### src/rtl/fcmp_pkg.sv
package fcmp_pkg;
    parameter int OPW  = 64;
    localparam int MAGW = OPW - 1;

    typedef enum logic [1:0] {
        CC_EQ = 2'b00,
        CC_LT = 2'b01,
        CC_GT = 2'b10,
        CC_UN = 2'b11
    } fcc_e;

    typedef enum logic [1:0] {
        ST_IDLE,
        ST_ORD,
        ST_UNORD,
        ST_TRAP
    } cmp_state_e;

    typedef struct packed {
        logic            sign;
        logic            nan;
        logic            zero;
        logic [MAGW-1:0] mag;
    } opnd_t;
endpackage

### src/rtl/fcmp_unpack.sv
module fcmp_unpack
    import fcmp_pkg::*;
#(
    parameter int DEXP = 11,
    parameter int SEXP = 8
) (
    input  logic [OPW-1:0] raw,
    input  logic           dbl,
    output opnd_t          fields
);
    localparam int SW   = OPW / 2;
    localparam int DMAN = OPW - 1 - DEXP;
    localparam int SMAN = SW - 1 - SEXP;

    logic exp_ones;
    logic man_nz;

    always_comb begin
        if (dbl) begin
            fields.sign = raw[OPW-1];
            exp_ones    = &raw[OPW-2 -: DEXP];
            man_nz      = |raw[DMAN-1:0];
            fields.mag  = raw[OPW-2:0];
        end else begin
            fields.sign = raw[SW-1];
            exp_ones    = &raw[SW-2 -: SEXP];
            man_nz      = |raw[SMAN-1:0];
            fields.mag  = {{(OPW-SW){1'b0}}, raw[SW-2:0]};
        end
        fields.nan  = exp_ones & man_nz;
        fields.zero = (fields.mag == '0);
    end
endmodule

### src/rtl/fcmp_order.sv
module fcmp_order
    import fcmp_pkg::*;
(
    input  opnd_t opa,
    input  opnd_t opb,
    output logic  a_lt,
    output logic  a_gt
);
    logic mag_lt;

    always_comb begin
        a_lt   = 1'b0;
        a_gt   = 1'b0;
        mag_lt = (opa.mag < opb.mag);
        if (opa.zero && opb.zero) begin
            a_lt = 1'b0;
            a_gt = 1'b0;
        end else if (opa.sign != opb.sign) begin
            a_lt = opa.sign;
            a_gt = opb.sign;
        end else if (opa.mag != opb.mag) begin
            a_lt = mag_lt ^ opa.sign;
            a_gt = ~(mag_lt ^ opa.sign);
        end
    end

    // at most one of less / greater
    always_comb begin
        a_r5_exclusive: assert ($onehot0({a_lt, a_gt}));
    end
endmodule

### src/rtl/fcmp_cond_unit.sv
module fcmp_cond_unit
    import fcmp_pkg::*;
#(
    parameter int DEXP = 11,
    parameter int SEXP = 8
) (
    input  logic           clk,
    input  logic           rst_n,
    input  logic           cmp_go,
    input  logic           dbl_sel,
    input  logic [OPW-1:0] src_a,
    input  logic [OPW-1:0] src_b,
    input  logic           trap_mask,
    input  logic           clr_accrued,
    output logic [1:0]     cc,
    output logic           accrued_inv,
    output logic           trap_req
);
    localparam int NOPS = 2;

    logic [OPW-1:0] raw_op [NOPS];
    opnd_t          op_f   [NOPS];

    assign raw_op[0] = src_a;
    assign raw_op[1] = src_b;

    for (genvar gi = 0; gi < NOPS; gi++) begin : g_unpack
        fcmp_unpack #(.DEXP(DEXP), .SEXP(SEXP)) u_unpack (
            .raw    (raw_op[gi]),
            .dbl    (dbl_sel),
            .fields (op_f[gi])
        );
    end

    logic a_lt, a_gt;

    fcmp_order u_order (
        .opa  (op_f[0]),
        .opb  (op_f[1]),
        .a_lt (a_lt),
        .a_gt (a_gt)
    );

    logic       any_nan;
    fcc_e       cc_next;
    cmp_state_e state_q, state_d;

    always_comb begin
        any_nan = op_f[0].nan | op_f[1].nan;
        if (any_nan)   cc_next = CC_UN;
        else if (a_lt) cc_next = CC_LT;
        else if (a_gt) cc_next = CC_GT;
        else           cc_next = CC_EQ;
    end

    // next-state logic
    always_comb begin
        state_d = ST_IDLE;
        unique case (state_q)
            ST_IDLE, ST_ORD, ST_UNORD, ST_TRAP: begin
                if (!cmp_go)         state_d = ST_IDLE;   // no_go
                else if (!any_nan)   state_d = ST_ORD;    // go_ordered
                else if (trap_mask)  state_d = ST_TRAP;   // go_unord_trap
                else                 state_d = ST_UNORD;  // go_unord_flag
            end
            default: state_d = ST_IDLE;
        endcase
    end

    // state register
    always_ff @(posedge clk) begin
        if (!rst_n) state_q <= ST_IDLE;
        else        state_q <= state_d;
    end

    // output registers
    always_ff @(posedge clk) begin
        if (!rst_n) begin
            cc          <= CC_EQ;
            accrued_inv <= 1'b0;
        end else begin
            if (cmp_go) cc <= cc_next;
            if (state_d == ST_UNORD)  accrued_inv <= 1'b1;
            else if (clr_accrued)     accrued_inv <= 1'b0;
        end
    end

    assign trap_req = (state_q == ST_TRAP);

    // a trap only follows a masked-on strobe, with cc unordered
    a_r3_trap_cause: assert property (@(posedge clk) disable iff (!rst_n)
        trap_req |-> (cc == 2'b11) && $past(cmp_go && trap_mask));

    // flag rises only from an unmasked strobe, never with a trap
    a_r4_flag_no_trap: assert property (@(posedge clk) disable iff (!rst_n)
        $rose(accrued_inv) |-> !trap_req && (cc == 2'b11) && $past(cmp_go && !trap_mask));

    // cc holds without a strobe
    a_r8_cc_hold: assert property (@(posedge clk) disable iff (!rst_n)
        !$past(cmp_go) |-> $stable(cc));

    // flag falls only after a clear
    a_r9_sticky: assert property (@(posedge clk) disable iff (!rst_n)
        $fell(accrued_inv) |-> $past(clr_accrued));
endmodule

### config.mk
export PLATFORM = sky130hd
export DESIGN_NAME = fcmp_cond_unit
export DESIGN_NICKNAME = d
export VERILOG_FILES = /design/src/rtl/fcmp_pkg.sv /design/src/rtl/fcmp_unpack.sv /design/src/rtl/fcmp_order.sv /design/src/rtl/fcmp_cond_unit.sv
export SDC_FILE = /design/constraint.sdc
export NUM_CORES = 1
export LEC_CHECK = 0
export BUFFER_PORTS_ARGS = -buffer_cell sky130_fd_sc_hd__buf_2
export CAP_MARGIN = 40
export CELL_PAD_IN_SITES_DETAIL_PLACEMENT = 2
export CELL_PAD_IN_SITES_GLOBAL_PLACEMENT = 2
export CORE_MARGIN = 4
export CORE_UTILIZATION = 25
export DETAILED_ROUTE_END_ITERATION = 10
export HOLD_SLACK_MARGIN = 0.1
export PLACE_DENSITY = 0.84
export SETUP_SLACK_MARGIN = 0.3
export SLEW_MARGIN = 0
export SYNTH_ARGS = -nofsm -noshare
export SYNTH_HDL_FRONTEND = slang
export SYNTH_HIERARCHICAL = 1
export SYNTH_SLANG_ARGS = --single-unit
### constraint.sdc
create_clock -name clk -period 4.15 [get_ports clk]
set_input_delay 0.6225 -clock clk [delete_from_list [all_inputs] [get_ports clk]]
set_output_delay 0.6225 -clock clk [all_outputs]
set_load 0.1 [all_outputs]
Word-level counts from Yosys, hierarchy flattened
Index checks and enable logic that the tools add are counted.
Cells by class
  reduce and logical (&&, ||, !) cells: 14
  bitwise logic cells: 5
  mux-type cells: 23
  $lt $le $gt $ge: 1
  eq/ne operators: 6
Operators by type and width (number)
  $logic_not A63 Y1: 2
  $mux W63: 2
  $reduce_or A52 Y1: 2
  $lt A63 B63 Y1: 1
  $ne A63 B63 Y1: 1
  $reduce_or A23 Y1: 2
  $reduce_and A11 Y1: 2
  $reduce_and A8 Y1: 2
  $mux W1: 15
  $mux W2: 6
  $eq A2 B2 Y1 const B: 3
  $reduce_or A4 Y1: 1
  $and A1 B1 Y1: 2
  $eq A2 B1 Y1 const B: 1
  $logic_not A2 Y1: 1
  $reduce_bool A2 Y1: 1
  $logic_and A1 B1 Y1: 1
  $ne A1 B1 Y1: 1
  $not A1 Y1: 1
  $or A1 B1 Y1: 1
  $xor A1 B1 Y1: 1
Word-level totals
  register bits after elaboration: 5
  logic and storage cells: 52

Depth between registers and ports, before layout
Gate-level depths: netlist of run 1.
  word-level depth: 10
  mapped depth: 14
  gate-level depth less buffers: 12

Modules after synthesis
Netlist of run 1, hierarchy kept.
By module, submodules not included
  fcmp_order: seq. area each 0.0 sq um, times used 1, cells each 235, area each 1634.1 sq um
  fcmp_unpack: seq. area each 0.0 sq um, times used 2, cells each 104, area each 684.4 sq um
  fcmp_cond_unit: seq. area each 100.1 sq um, times used 1, cells each 20, area each 186.4 sq um

Worst setup path after synthesis of run 1
OpenSTA, ideal clock, no wires.
  path type: in2reg
  from: input dbl_sel
  to: register cc[1]
  path slack: 0.850 ns
  data arrival time: 3.226 ns
  path buffers: 2
  setup time: 0.075 ns
  data required time: 4.075 ns
  stages: 14
  path through: buf_4 clkbuf_1 and2_1 inv_1 ha_1 nand4_1 or4_4 nor4_4 and3_1 a221oi_1 a21o_1 and3b_1 nand2b_1 a31oi_1
RTL lines
  start, declared: line fcmp_cond_unit.sv:10  | input logic dbl_sel,
  end signal, assigned: line fcmp_cond_unit.sv:82  | if (cmp_go) cc <= cc_next;
  end, declared: line fcmp_cond_unit.sv:15  | output logic [1:0] cc,

==> results.toml, run 1 <==
[cts]
root_buffer = "clkbuf_16"
h-tree-depth = 1
clk_latency_ps = 230
cts_tree = "done"
clk_pin_slew_ps = 30
clock_sinks = 5
ctsHoldBuffers = 0
numCtsBuffers = 3
cts_buffer_depth = 2

[synthesis]
synth.area.top_cells = "ha_1 25%, buf_4 15%, and2_1 12%"
yosysSeqAreaShare_pct = 3.14
synth-seq-cells = 5
avgSynthCellArea_um2 = 6.89
synth_edf_count = 0
synthCells = 463
synth_area_um2 = 3190
synth.top_cell.area_share_pct = 24.7
syn-num-nets = 660
synth_cell_types = 38
ys.flop_type = "dfxtp_1"
yosysWarnings = 6
async_flop_share_pct = 0
synth_top_area_cell = "ha_1"

[hold_path]
hold_class = "reg -> reg"

[timing]
max_freq_ghz = 0.282
setup_viol = 0
slew_violations = 0
fin_crit_sh_pct = 85.6
tightestPinTransition_ps = 570
hold_viol = 0
finalCriticalPeriod_ps = 3550
timing.slew.headroom_pct = 61.7
rsz0062_at_grt = "no"
finalSetupTns_ps = 0
clock_skew_ps = 0

[global_routing]
grt_pass1_vias = 3978
grt-ovfl-total = 0
grt_first_pass_wirelength_um = 19400
grt.total_usage_pct = 16.2
grt_max_degree = 47
antenna_found_initial = 0

[finish]
fin_area_um2 = 3680
final_cell_mix = "136 x buf_2, 65 x inv_1, 63 x and2_1, 63 x ha_1"
num_antenna_cells = 0
drive_gt1_share_pct = 28.9
layout_commonest_cell = "buf_2"
area_growth_pct = 15.3
num-nets-final = 734
fillCellCount = 1494

[worst_setup_path]
regToRegSetupSlack_ps = 3440
required_ps = 4260
crit_arrival_ps = 3660
critPathKind = "in -> reg"
end_kind = "flip-flop"
crit_end = "cc[0]$_SDFFE_PN0P_"
r2r_end = "cc[1]$_SDFFE_PN0P_"
crit_fanout = 46
critPathLaunch = "dbl_sel"
r2r-start = "cc[1]$_SDFFE_PN0P_"
rr_worst_depth = 2
cp-start-kind = "primary input"

[floorplanning]
core_um2 = 12300
boundaryPins = 138
chipHeight_um = 121
die_area_um2 = 14600
start_util_pct = 26.0
die_w_um = 121
rows = 40

[drt]
wl_um = 12200
num_vias = 3442
routedWlPerCell_um = 17.4
routed_via_density = 4.89
first_pass_iters = 4
antenna_left = 0
drt-initial-drc-count = 88
drcViolationCount = 0

[placement]
gp_congestion = 0.859
place_area_um2 = 3600
io_buffers = 137
dp_hpwl_um = 11100

[pwr]
ir_drop_v = 0.0000969
p_leak_uw = 0.00185
power_density_nw_per_um2 = 147

[outcome]
status = "finished, final reports clean"

[job]
cap_violations = 0
[synthesized netlist by cell type, types with 5 or more instances]
master / n
nand3_1: 7
and2_1: 63
buf_4: 64
nor3_1: 10
inv_1: 65
nor4_1: 25
ha_1: 63
nand2_1: 25
a211oi_1: 6
nor2_1: 15
nand4_1: 27
clkbuf_1: 6
dfxtp_1: 5
a21oi_1: 27
o21ai_0: 14
[final cells by class]
cell class | count | area (um2) | area share [%]
Inverter | 65 | 244 | 6.63
Tap cell | 168 | 210 | 5.71
Sequential cell | 5 | 100 | 2.72
Multi-Input combinational cell | 323 | 2340 | 63.7
Timing Repair Buffer | 139 | 703 | 19.1
Clock buffer | 4 | 78.8 | 2.14
[worst min path at each step]
stage	startpoint	endpoint	slack, ps	cells after the start
floorplan	cmp_go	cc[0]$_SDFFE_PN0P_	710	1
global placement	cc[1]$_SDFFE_PN0P_	cc[1]$_SDFFE_PN0P_	550	2
detailed placement	cc[1]$_SDFFE_PN0P_	cc[1]$_SDFFE_PN0P_	570	2
CTS	cc[0]$_SDFFE_PN0P_	cc[0]$_SDFFE_PN0P_	620	2
global route	accrued_inv$_SDFFE_PN0P_	accrued_inv$_SDFFE_PN0P_	650	2
finish	accrued_inv$_SDFFE_PN0P_	accrued_inv$_SDFFE_PN0P_	620	2
[flip-flops by register name, indices dropped and copies added (netlist names)]
| register | count |
|---|---|
| state_q | 2 |
| cc | 2 |
| accrued_inv | 1 |
[where the power goes]
| part | total [uW] | internal [uW] | switching, uW | leakage, uW |
|---|---|---|---|---|
| Sequential | 52.2 | 50.7 | 1.52 | 0.0000410 |
| Clock | 161 | 128 | 33.6 | 0.0000382 |
| Combinational | 328 | 142 | 186 | 0.00177 |
[metrics by stage]
step	hold WS, ps	setup slack [ps]	utilization [%]	instances	total power [uW]
after floorplan	712	850	-	463	268
after global placement	553	434	29.3	700	356
after detailed placement	571	100	29.3	700	381
after CTS	618	361	30.0	704	548
after global routing	651	351	30.0	704	592
final	616	599	30.0	704	541
[cell families (layout without fill, tap and decap cells)]
group / after synthesis / count (layout) / share of synthesized area (%)
muxes: 2 / 2 / 0.706
AOI/OAI and AO/OA: 62 / 62 / 11.4
and+or+nand+nor: 196 / 196 / 36.6
adders and majority gates: 63 / 63 / 24.7
DFF: 5 / 5 / 3.14
buffers and inverters: 135 / 208 / 23.4
[critical path, stage by stage]
cell and delay, ps:
clkbuf_4 290, buf_4 240, and2_1 130, ha_1 310, nand4_1 180, or4_4 560
nor4_4 320, and3_1 230, a221oi_1 110, a21o_1 190, and3b_1 180, nor3_1 170
a21oi_1 100
[what timing repair did]
item                                    in CTS  in global routing
buffers inserted                             0                  0
endpoints found under the setup margin       0                  2
gates resized for setup                      0                  1
[routing by layer]
layer	share of wire [%]	wire [um]	track usage, %
met1	42	5150	18.7
met2	53	6450	31.7
met3	3.9	471	1.63
met4	1.3	154	3.33
met5	0	0	0
(Power assumes the default switching activity.)
==> run 2, diff against run 1 <==
==> constraint.sdc (replaced) <==
create_clock -name clk -period 3.9 [get_ports clk]
set_input_delay 0.585 -clock clk [delete_from_list [all_inputs] [get_ports clk]]
set_output_delay 0.585 -clock clk [all_outputs]
set_load 0.1 [all_outputs]
==> run 2 against run 1 <==
  * Core utilization rose by 0.14 points
  * Combinational power is 7.3% higher
  * First-iteration DRC count increased by 8.0%
  * Critical path depth did not move
  * Via count is 0.26% higher
  * Flip-flop and latch count unchanged
  * Non-clock buffer count up 1
  * Critical path type unchanged
  * Clock power grew 6%
  * Highest routed layer unchanged
  * Die area did not move
  * Routed wire length rose by 1.5%
  * Largest cell class unchanged
  * Final cell count up 0.28%
  * Sequential share of layout area barely moved
==> results.toml, run 2 (synthesis results as in run 1) <==
[worst_setup_path]
critPathLaunch = "dbl_sel"
r2r-start = "cc[1]$_SDFFE_PN0P_"
crit_arrival_ps = 3500
cp-start-kind = "primary input"
required_ps = 4050
rr_worst_depth = 2
crit_fanout = 35
critPathKind = "in -> reg"
end_kind = "flip-flop"

[outcome]
status = "finished, final reports clean"

[floorplanning]
die_w_um = 121
die_area_um2 = 14600
boundaryPins = 138
core_um2 = 12300
chipHeight_um = 121
start_util_pct = 26.0
rows = 40

[global_routing]
top_usage_layer = "met2"
grt.total_usage_pct = 16.3
grt_first_pass_wirelength_um = 19500
grt_max_degree = 36
met3_usage_pct = 1.35
gr-usage-met2_pct = 31.8
grt-ovfl-total = 0
met1_usage_pct = 19.6
grt_pass1_vias = 3934
antenna_found_initial = 0

[finish]
layout_commonest_cell = "buf_2"
largest_registers = "cc x2, state_q x2, accrued_inv x1"
stdcell_count = 706
num-nets-final = 735
drive_gt1_share_pct = 29.1
final_core_util_pct = 30.1
area_growth_pct = 15.9
final_cell_mix = "136 x buf_2, 65 x inv_1, 63 x and2_1, 63 x ha_1"

[cts]
root_buffer = "clkbuf_16"
clk_latency_ps = 230
clock_sinks = 5
postCtsSetupRepairBufs = 0
clk_pin_slew_ps = 30
numCtsBuffers = 3
ctsHoldBuffers = 0
h-tree-depth = 1
cts_tree = "done"
cts_buffer_depth = 2

[timing]
tightestPinTransition_ps = 630
clock_skew_ps = 0
holdWs_ps = 615
fin_crit_sh_pct = 85.9
slew_violations = 0
hold_viol = 0
finalCriticalPeriod_ps = 3350
rsz0062_at_grt = "no"
max_freq_ghz = 0.299
finalSetupTns_ps = 0
timing.slew.headroom_pct = 57.6
setup_viol = 0

[drt]
drcViolationCount = 0
num_vias = 3451
routedWlPerCell_um = 17.6
first_pass_iters = 4
routed_via_density = 4.89
drt-initial-drc-count = 95
antenna_left = 0
wl_um = 12400

[placement]
gp_congestion = 0.868
dp_cells = 701
io_buffers = 137
dp_hpwl_um = 11300

[hold_path]
min_from = "cc[0]$_SDFFE_PN0P_"
hold_class = "reg -> reg"
hold_path_depth = 2

[pwr]
p_leak_uw = 0.00185
ir_drop_v = 0.000106
power_density_nw_per_um2 = 157

[job]
cap_violations = 0
run 2: cell count changes in the layout (fill, tap and decap cells not counted), sizes merged:
cell and change:
buf +2, clkbuf -1, diode +1
run 2: area by class of cell:
class                           instances  area [um2]
Antenna cell                            1        2.50
Inverter                               65         244
Timing Repair Buffer                  140         718
Tap cell                              168         210
Fill cell                            1526        8570
Sequential cell                         5         100
Clock buffer                            4        78.8
Multi-Input combinational cell        323        2340
run 2: repair_timing:
item | CTS | global route
gates resized for setup | 1 | 2
setup endpoints to repair | 1 | 2
pin swaps | 0 | 0
run 2: final timing paths:
check	endpoint	slack, ps
setup / recovery	cc[1]$_SDFFE_PN0P_	550
hold / removal	cc[0]$_SDFFE_PN0P_	620
setup reg to reg	cc[1]$_SDFFE_PN0P_	3170
hold reg to reg	cc[0]$_SDFFE_PN0P_	620
run 2: per-stage QoR:
| step | cell area, um2 | power [uW] | setup WS, ps |
|---|---|---|---|
| after floorplan | 3190 | 285 | 637 |
| after global placement | 3600 | 380 | 292 |
| after detailed placement | 3600 | 406 | 102 |
| after CTS | 3690 | 582 | 426 |
| after global routing | 3690 | 628 | 344 |
| final | 3700 | 579 | 550 |
run 2: layer usage:
layer,up-vias,wire length (um)
met3,12,536
li1,1702,-
met2,84,6570
met4,0,118
met1,1653,5180
met5,-,0
run 2: worst max-delay path, stage by stage:
cell	delay, ps
buf_6	190
and2_1	160
inv_1	40
ha_1	310
nand4_1	210
or4_4	620
nor4_4	310
and3_1	230
nand3_1	100
o21ai_0	190
and3b_1	210
nand2b_1	150
a31oi_1	180
run 2: report_power, final:
| part | internal, uW | leakage, uW | switching (uW) |
|---|---|---|---|
| registers | 53.9 | 0.0000410 | 1.59 |
| clock network | 136 | 0.0000382 | 35.1 |
| logic | 153 | 0.00177 | 199 |
| total | 343 | 0.00185 | 236 |
==> run 3, diff against run 2 <==
--- a/config.mk
+++ b/config.mk
@@ -5,16 +5,16 @@
 export SDC_FILE = /design/constraint.sdc
 export NUM_CORES = 1
 export LEC_CHECK = 0
-export BUFFER_PORTS_ARGS = -buffer_cell sky130_fd_sc_hd__buf_2
 export CAP_MARGIN = 40
 export CELL_PAD_IN_SITES_DETAIL_PLACEMENT = 2
 export CELL_PAD_IN_SITES_GLOBAL_PLACEMENT = 2
 export CORE_MARGIN = 4
-export CORE_UTILIZATION = 25
+export CORE_UTILIZATION = 34
 export DETAILED_ROUTE_END_ITERATION = 10
+export DONT_BUFFER_PORTS = 1
 export HOLD_SLACK_MARGIN = 0.1
-export PLACE_DENSITY = 0.84
-export SETUP_SLACK_MARGIN = 0.3
+export PLACE_DENSITY = 0.85
+export SETUP_SLACK_MARGIN = 0.05
 export SLEW_MARGIN = 0
 export SYNTH_ARGS = -nofsm -noshare
 export SYNTH_HDL_FRONTEND = slang
==> run 3 against run 2 <==
  * Worst hold slack worse by 160 ps
  * Global-route usage up 1.6 points
  * Via count down 16%
  * Count of clock-buffer cells in the layout unchanged
  * Cell area down 20%
  * Final cell count down 27%
  * Critical path type unchanged
  * Critical endpoint unchanged
==> results.toml, run 3 (synthesis results as in run 1) <==
[finish]
num-nets-final = 599
largest_registers = "cc x2, state_q x2, accrued_inv x1"
area_growth_pct = -7.73
drive_gt1_share_pct = 4.99
num_antenna_cells = 0
layout_commonest_cell = "inv_1"
final_cell_mix = "65 x inv_1, 63 x and2_1, 63 x ha_1, 27 x a21oi_1, 27 x nand4_1"
stdcell_count = 512

[timing]
clock_skew_ps = 0
max_freq_ghz = 0.328
setup_viol = 0
slew_violations = 0
timing.slew.headroom_pct = 56.4
holdWs_ps = 452
finalSetupTns_ps = 0
rsz0062_at_grt = "no"
fin_crit_sh_pct = 78.3
hold_viol = 0
finalCriticalPeriod_ps = 3050
tightestPinTransition_ps = 648

[worst_setup_path]
required_ps = 4050
crit_slowest_cell = "or4_4"
path_delay_family = "simple AND/OR/NAND/NOR gates"
cp-start-kind = "primary input"
end_kind = "flip-flop"
max_stage_delay_ps = 600
crit_fanout = 74
crit_buf_inv = 1
critPathKind = "in -> reg"
cp_cell_sequence = "and2_1 > inv_1 > ha_1 > nand4_1 > or4_4 > nor4_4 > and3_1 > nand3_1 > o21ai_0 > and3b_1 > nand2b_1 > a31oi_1"
crit_arrival_ps = 3200

[cts]
h-tree-depth = 1
cts_buffer_depth = 2
clock_sinks = 5
clk_pin_slew_ps = 40
ctsHoldBuffers = 0
root_buffer = "clkbuf_8"
ctsResizeCount = 0
postCtsSetupRepairBufs = 0
numCtsBuffers = 3
clk_latency_ps = 220
cts_tree = "done"

[floorplanning]
die_area_um2 = 11000
core_um2 = 9200
rows = 35
chipHeight_um = 105
boundaryPins = 138
die_w_um = 105
start_util_pct = 34.7

[pwr]
ir_drop_v = 0.000209
power_density_nw_per_um2 = 132
p_leak_uw = 0.00131

[global_routing]
grt_pass1_vias = 3405
antenna_found_initial = 0
grt_max_degree = 75
grt_first_pass_wirelength_um = 16400
met1_usage_pct = 20.9
grt.total_usage_pct = 17.9
grt-ovfl-total = 0
met3_usage_pct = 3.46
top_usage_layer = "met2"
gr-usage-met2_pct = 33.8

[placement]
dp_cells = 508
io_buffers = 0
gp_congestion = 0.868
dp_hpwl_um = 9150

[drt]
routed_via_density = 5.65
first_pass_iters = 4
wl_um = 10000
drcViolationCount = 0
antenna_left = 0
drt-initial-drc-count = 83
routedWlPerCell_um = 19.6
num_vias = 2895

[hold_path]
hold_class = "in -> reg"

[outcome]
status = "finished, final reports clean"

[job]
cap_violations = 0
run 3: changes by cell type in the layout (fill, tap and decap cells not counted), sizes merged:
cell	previous run	this run
buf	140	4
diode	1	0
run 3: per-layer routing:
layer | share of wire (%) | vias to the layer above
met5 | 0 | -
met3 | 6.0 | 12
li1 | - | 1424
met4 | 1.1 | 0
met1 | 42 | 1369
met2 | 51 | 90
run 3: area by class of cell:
cell class                 count  area (um2)
fill                        1121        6250
timing repair buffer           4        72.6
multi-input combinational    323        2340
inverter                      65         244
clock buffer                   4        45.0
tap                          111         139
sequential                     5         100
run 3: path summary, 6_finish.rpt:
check / from / depth (start not counted) / slack [ps] / end
worst max-delay path: dbl_sel / 12 / 850 / cc[1]$_SDFFE_PN0P_
worst min-delay path: cmp_go / 1 / 450 / cc[0]$_SDFFE_PN0P_
worst max register to register: accrued_inv$_SDFFE_PN0P_ / 2 / 3180 / accrued_inv$_SDFFE_PN0P_
worst min register to register: cc[0]$_SDFFE_PN0P_ / 2 / 580 / cc[0]$_SDFFE_PN0P_
run 3: power breakdown:
part | switching (uW) | internal, uW
Combinational | 131 | 106
Clock | 25.7 | 70.2
Sequential | 1.94 | 53.9
Total | 159 | 230
run 3: stage by stage:
step,area (um2),util (%),total power (uW),setup slack [ps]
floorplan,3190,-,285,637
global placement,2830,30.7,273,780
detailed placement,2900,31.5,295,640
CTS,2940,32.0,395,860
global route,2940,32.0,433,652
finish,2940,32.0,389,848
